===== config.mk =====
export PLATFORM = sky130hd
export DESIGN_NAME = combo_lock
export DESIGN_NICKNAME = d
export VERILOG_FILES = /design/src/rtl/lock_pkg.sv /design/src/rtl/lock_step_match.sv /design/src/rtl/lock_next_state.sv /design/src/rtl/combo_lock.sv
export SDC_FILE = /design/constraint.sdc
export NUM_CORES = 1
export LEC_CHECK = 0
export BUFFER_PORTS_ARGS = -buffer_cell sky130_fd_sc_hd__buf_2
export CORE_AREA = 3 3 40 42
export DETAILED_ROUTE_END_ITERATION = 7
export DIE_AREA = 0 0 43 45
export PLACE_DENSITY = 0.39
export SYNTH_ARGS = -nofsm -noshare
export SYNTH_HDL_FRONTEND = slang
export SYNTH_HIERARCHICAL = 1
export SYNTH_SLANG_ARGS = --single-unit

===== constraint.sdc =====
create_clock -name clk -period 2.8 [get_ports clk]
set_clock_uncertainty 0.15 [all_clocks]
set_input_delay 0 -clock clk [delete_from_list [all_inputs] [get_ports clk]]
set_output_delay 0 -clock clk [all_outputs]
set_load 0.1 [all_outputs]

===== src/rtl/lock_pkg.sv =====
// Shared types for the ordered dial code lock.
// Assumes a three-step code, so four states fit in two bits.
package lock_pkg;
    localparam int STEPS = 3;

    typedef enum logic [1:0] {
        ST_IDLE = 2'b00,
        ST_ONE  = 2'b01,
        ST_TWO  = 2'b10,
        ST_OPEN = 2'b11
    } lock_state_t;
endpackage


===== src/rtl/lock_step_match.sv =====
// Compares one dial entry against every step of the fixed code at once.
// Assumes the code values and directions are elaboration-time constants.
module lock_step_match
    import lock_pkg::*;
#(
    parameter int unsigned       DIAL_W      = 6,
    parameter logic [DIAL_W-1:0] STEP0_VAL   = 6'd13,
    parameter bit                STEP0_RIGHT = 1'b1,
    parameter logic [DIAL_W-1:0] STEP1_VAL   = 6'd22,
    parameter bit                STEP1_RIGHT = 1'b0,
    parameter logic [DIAL_W-1:0] STEP2_VAL   = 6'd3,
    parameter bit                STEP2_RIGHT = 1'b1
) (
    input  logic              dir_right,
    input  logic [DIAL_W-1:0] dial,
    output logic [STEPS-1:0]  hit
);
    localparam logic [DIAL_W-1:0] VALS [STEPS] = '{STEP0_VAL, STEP1_VAL, STEP2_VAL};
    localparam bit                DIRS [STEPS] = '{STEP0_RIGHT, STEP1_RIGHT, STEP2_RIGHT};

    // One comparator per code step: the value and the direction must both agree.
    for (genvar g = 0; g < STEPS; g++) begin : g_step
        assign hit[g] = (dial == VALS[g]) && (dir_right == DIRS[g]);
    end
endmodule


===== src/rtl/lock_next_state.sv =====
// Next-state logic of the lock.
// Relock has priority over enter. A wrong entry restarts the code, or keeps
// the first step if the entry equals it. The open state ignores entries.
module lock_next_state
    import lock_pkg::*;
(
    input  lock_state_t      cur,
    input  logic             enter,
    input  logic             relock,
    input  logic [STEPS-1:0] hit,
    output lock_state_t      nxt
);
    lock_state_t restart;

    // Where a wrong entry leads: to the first-step state if it matches step 0.
    assign restart = hit[0] ? ST_ONE : ST_IDLE;

    // Picks the state for the next edge.
    always_comb begin
        nxt = cur;
        if (relock) begin
            nxt = ST_IDLE;
        end else if (enter) begin
            unique case (cur)
                ST_IDLE: nxt = hit[0] ? ST_ONE  : ST_IDLE;
                ST_ONE:  nxt = hit[1] ? ST_TWO  : restart;
                ST_TWO:  nxt = hit[2] ? ST_OPEN : restart;
                ST_OPEN: nxt = ST_OPEN;
                default: nxt = ST_IDLE;
            endcase
        end
    end
endmodule


===== src/rtl/combo_lock.sv =====
// Top of the ordered dial code lock: the state register, the step matcher
// and the next-state logic. The open output is decoded from the state alone.
// Assumes inputs are synchronous to clk; the reset is synchronous and active low.
module combo_lock
    import lock_pkg::*;
#(
    parameter int unsigned       DIAL_W      = 6,
    parameter logic [DIAL_W-1:0] STEP0_VAL   = 6'd13,
    parameter bit                STEP0_RIGHT = 1'b1,
    parameter logic [DIAL_W-1:0] STEP1_VAL   = 6'd22,
    parameter bit                STEP1_RIGHT = 1'b0,
    parameter logic [DIAL_W-1:0] STEP2_VAL   = 6'd3,
    parameter bit                STEP2_RIGHT = 1'b1
) (
    input  logic              clk,
    input  logic              rst_n,
    input  logic              enter,
    input  logic              dir_right,
    input  logic [DIAL_W-1:0] dial,
    input  logic              relock,
    output logic              is_open
);
    lock_state_t      state;
    lock_state_t      state_nxt;
    logic [STEPS-1:0] hit;

    lock_step_match #(
        .DIAL_W(DIAL_W),
        .STEP0_VAL(STEP0_VAL), .STEP0_RIGHT(STEP0_RIGHT),
        .STEP1_VAL(STEP1_VAL), .STEP1_RIGHT(STEP1_RIGHT),
        .STEP2_VAL(STEP2_VAL), .STEP2_RIGHT(STEP2_RIGHT)
    ) u_match (
        .dir_right(dir_right),
        .dial(dial),
        .hit(hit)
    );

    lock_next_state u_next (
        .cur(state),
        .enter(enter),
        .relock(relock),
        .hit(hit),
        .nxt(state_nxt)
    );

    // State register with synchronous active-low reset.
    always_ff @(posedge clk) begin
        if (!rst_n) state <= ST_IDLE;
        else        state <= state_nxt;
    end

    // Open decode: high in the open state only.
    assign is_open = (state == ST_OPEN);

    // a reset edge leaves the machine idle.
    a_r1_reset_idle: assert property (@(posedge clk) !rst_n |=> (state == ST_IDLE));

    // without enter or relock the state holds.
    a_r3_hold_without_enter: assert property (@(posedge clk) disable iff (!rst_n)
        (!enter && !relock) |=> $stable(state));

    // the lock opens only right after an accepted entry.
    a_r2_open_needs_entry: assert property (@(posedge clk) disable iff (!rst_n)
        $rose(is_open) |-> $past(enter && !relock));

    // open stays open unless relock is given.
    a_r6_open_sticky: assert property (@(posedge clk) disable iff (!rst_n)
        (is_open && !relock) |=> is_open);

    // relock always closes, whatever enter does.
    a_r7_relock_closes: assert property (@(posedge clk) disable iff (!rst_n)
        relock |=> (state == ST_IDLE));

    // an entry of the first step never leads to idle.
    a_r5_first_step_restart: assert property (@(posedge clk) disable iff (!rst_n)
        (enter && !relock && hit[0] && state != ST_OPEN) |=> (state != ST_IDLE));
endmodule


==> qor.yml <==
status: "finished, final reports clean"
critPathMaxFanout: 2
fin_tns_setup_ps: 0
nets: 53
fin_crit_ps: 1770
pin_count: 12
dp_hpwl_um: 348
drv_cap: 0
cp.arrival_ps: 1790
crit_path_start_kind: "input port"
gr-usage-all-layers_pct: 6.40
worst_skew_pair.late_latency_ps: 230
max_freq_mhz: 564
vdd_drop_max_uv: 195
drtAntennaViolNets: 0
gp_congestion: 0.727
crit_type: "in2reg"
yosys_warnings: 6
std_cell_rows: 13
diodes: 0
clkSlewWorstSetupHoldPaths_ps: 30
grt_first_pass_wirelength_um: 848
drt_first_iter_violations: 9
hold_violations: 0
slew_viol_final: 0
start_util_pct: 14.2
grt_max_degree: 6
tightestPinTransition_ps: 484
fin_util_pct: 24.8
avgSynthCellArea_um2: 8.30
numCtsBuffers: 3
wl_per_cell_um: 8.85
setup_viol: 0
slew_headroom_pct: 68.0
clock_path_buffers: 2
syn_nets: 33
drive_gt1_share_pct: 45.0
rsz0062_at_grt: "no"
largest_register_ffs: 2
dr.pass1.iters: 4
overflow: 0
drc_errors: 0
cts_tree: "built"
routed_via_density: 4.00
cp-end-kind: "flop"
synthCells: 22
port_buffers: 11
finalCritPeriodShare_pct: 63.3
reg.largest.list: "state (2)"
root_buffer: "clkbuf_4"
powerDensity_mw_per_mm2: 344
leakagePower_uw: 0.000132
ys_ff_latch: 2
core_mm2: 0.00128
die-area_mm2: 0.00194
yosysSeqAreaShare_pct: 21.9
largest-register: "state"
syn-cell-area_um2: 183
hold_path.class: "in2reg"
yosysUniqueCellTypes: 15
crit_required_ps: 2820
vias: 220
cts_setup_buffers: 0
htree_levels: 1
num-fill-cells: 137
finalWirelength_um: 487
cts_sinks: 2
die-width_um: 43
die-height_um: 45
syn_to_final_growth_pct: 74.7
antenna_found_initial: 0
grt_pass1_vias: 228
==> Yosys cell counts <==
| cell | instances | area [um^2] |
|---|---|---|
| a2111oi_2 | 1 | 15.0 |
| a21bo_2 | 1 | 10.0 |
| a21oi_1 | 1 | 5.00 |
| a221oi_2 | 1 | 15.0 |
| and2_1 | 3 | 18.8 |
| dfxtp_1 | 2 | 40.0 |
| inv_1 | 2 | 7.51 |
| nand2b_1 | 2 | 12.5 |
| nand3b_1 | 1 | 7.51 |
| nor2_1 | 2 | 7.51 |
| nor2b_1 | 1 | 6.26 |
| nor4_1 | 2 | 12.5 |
| nor4_2 | 1 | 12.5 |
| o21ai_0 | 1 | 5.00 |
| or2b_1 | 1 | 7.51 |
==> critical path, stage by stage <==
cell and delay, ps:
buf_2 100, nand3b_1 170, nor4_1 340, a21bo_2 280
a221oi_2 240, and2_1 150, dlygate4sd3_1 530
==> metal layers <==
| layer | up-vias | GRT usage (%) | routed length (um) |
|---|---|---|---|
| met2 | 16 | 8.68 | 165 |
| met4 | 0 | 3.61 | 0 |
| met3 | 0 | 5.18 | 91 |
| met5 | - | 0 | 0 |
| met1 | 87 | 6.94 | 230 |
| li1 | 117 | - | - |
==> cells by family after synthesis <==
logic type,count (synthesis),share of synthesized area [%]
simple gates,13,46.6
compound gates,5,27.4
flops,2,21.9
buf+inv,2,4.11
==> what timing repair did <==
action,in CTS,in global routing
endpoints found under the hold margin,2,0
resized for setup,0,0
hold buffers,4,0
==> per-stage QoR <==
step / instances / area, um^2 / setup slack [ps] / power (uW) / hold slack [ps]
floorplan: 22 / 183 / 1530 / 33.8 / -28.3
global placement: 48 / 256 / 1350 / 43.5 / 68.8
detailed placement: 48 / 256 / 1350 / 43.1 / 64.7
CTS: 55 / 319 / 1030 / 113 / 373
global route: 55 / 319 / 859 / 119 / 401
finish: 55 / 319 / 1030 / 110 / 378
==> final cells by class <==
cell class	count	area [um^2]	area share (%)
clock buffer	3	22.5	7.06
timing repair buffer	15	95.1	29.8
sequential	2	40.0	12.5
inverter	2	7.51	2.35
multi-input combinational	18	135	42.4
tap	15	18.8	5.88
==> power breakdown <==
group | internal (uW) | leakage [uW] | total (uW) | switching [uW]
registers | 28.7 | 0.0000161 | 28.8 | 0.0246
logic | 9.39 | 0.000102 | 16.2 | 6.79
clock network | 47.4 | 0.0000138 | 64.7 | 17.3
total | 85.5 | 0.000132 | 110 | 24.1
==> final timing paths <==
path / end / cells past startpoint / start / slack (ps)
setup / recovery: state[0] / 7 / dial[4] / 1030
hold / removal: state[1] / 3 / rst_n / 380
setup reg to reg: state[1] / 4 / state[0] / 1070
hold reg to reg: state[0] / 4 / state[0] / 1060
==> layout by cell type (no fill, tap or decap), drive strengths merged, types with 2 or more instances in the layout <==
| cell type | n |
|---|---|
| inv | 2 |
| dlygate4sd3 | 4 |
| buf | 11 |
| nor2 | 2 |
| and2 | 3 |
| clkbuf | 3 |
| nand2b | 2 |
| dfxtp | 2 |
| nor4 | 3 |
No activity file was read; power rests on OpenSTA's default activity.
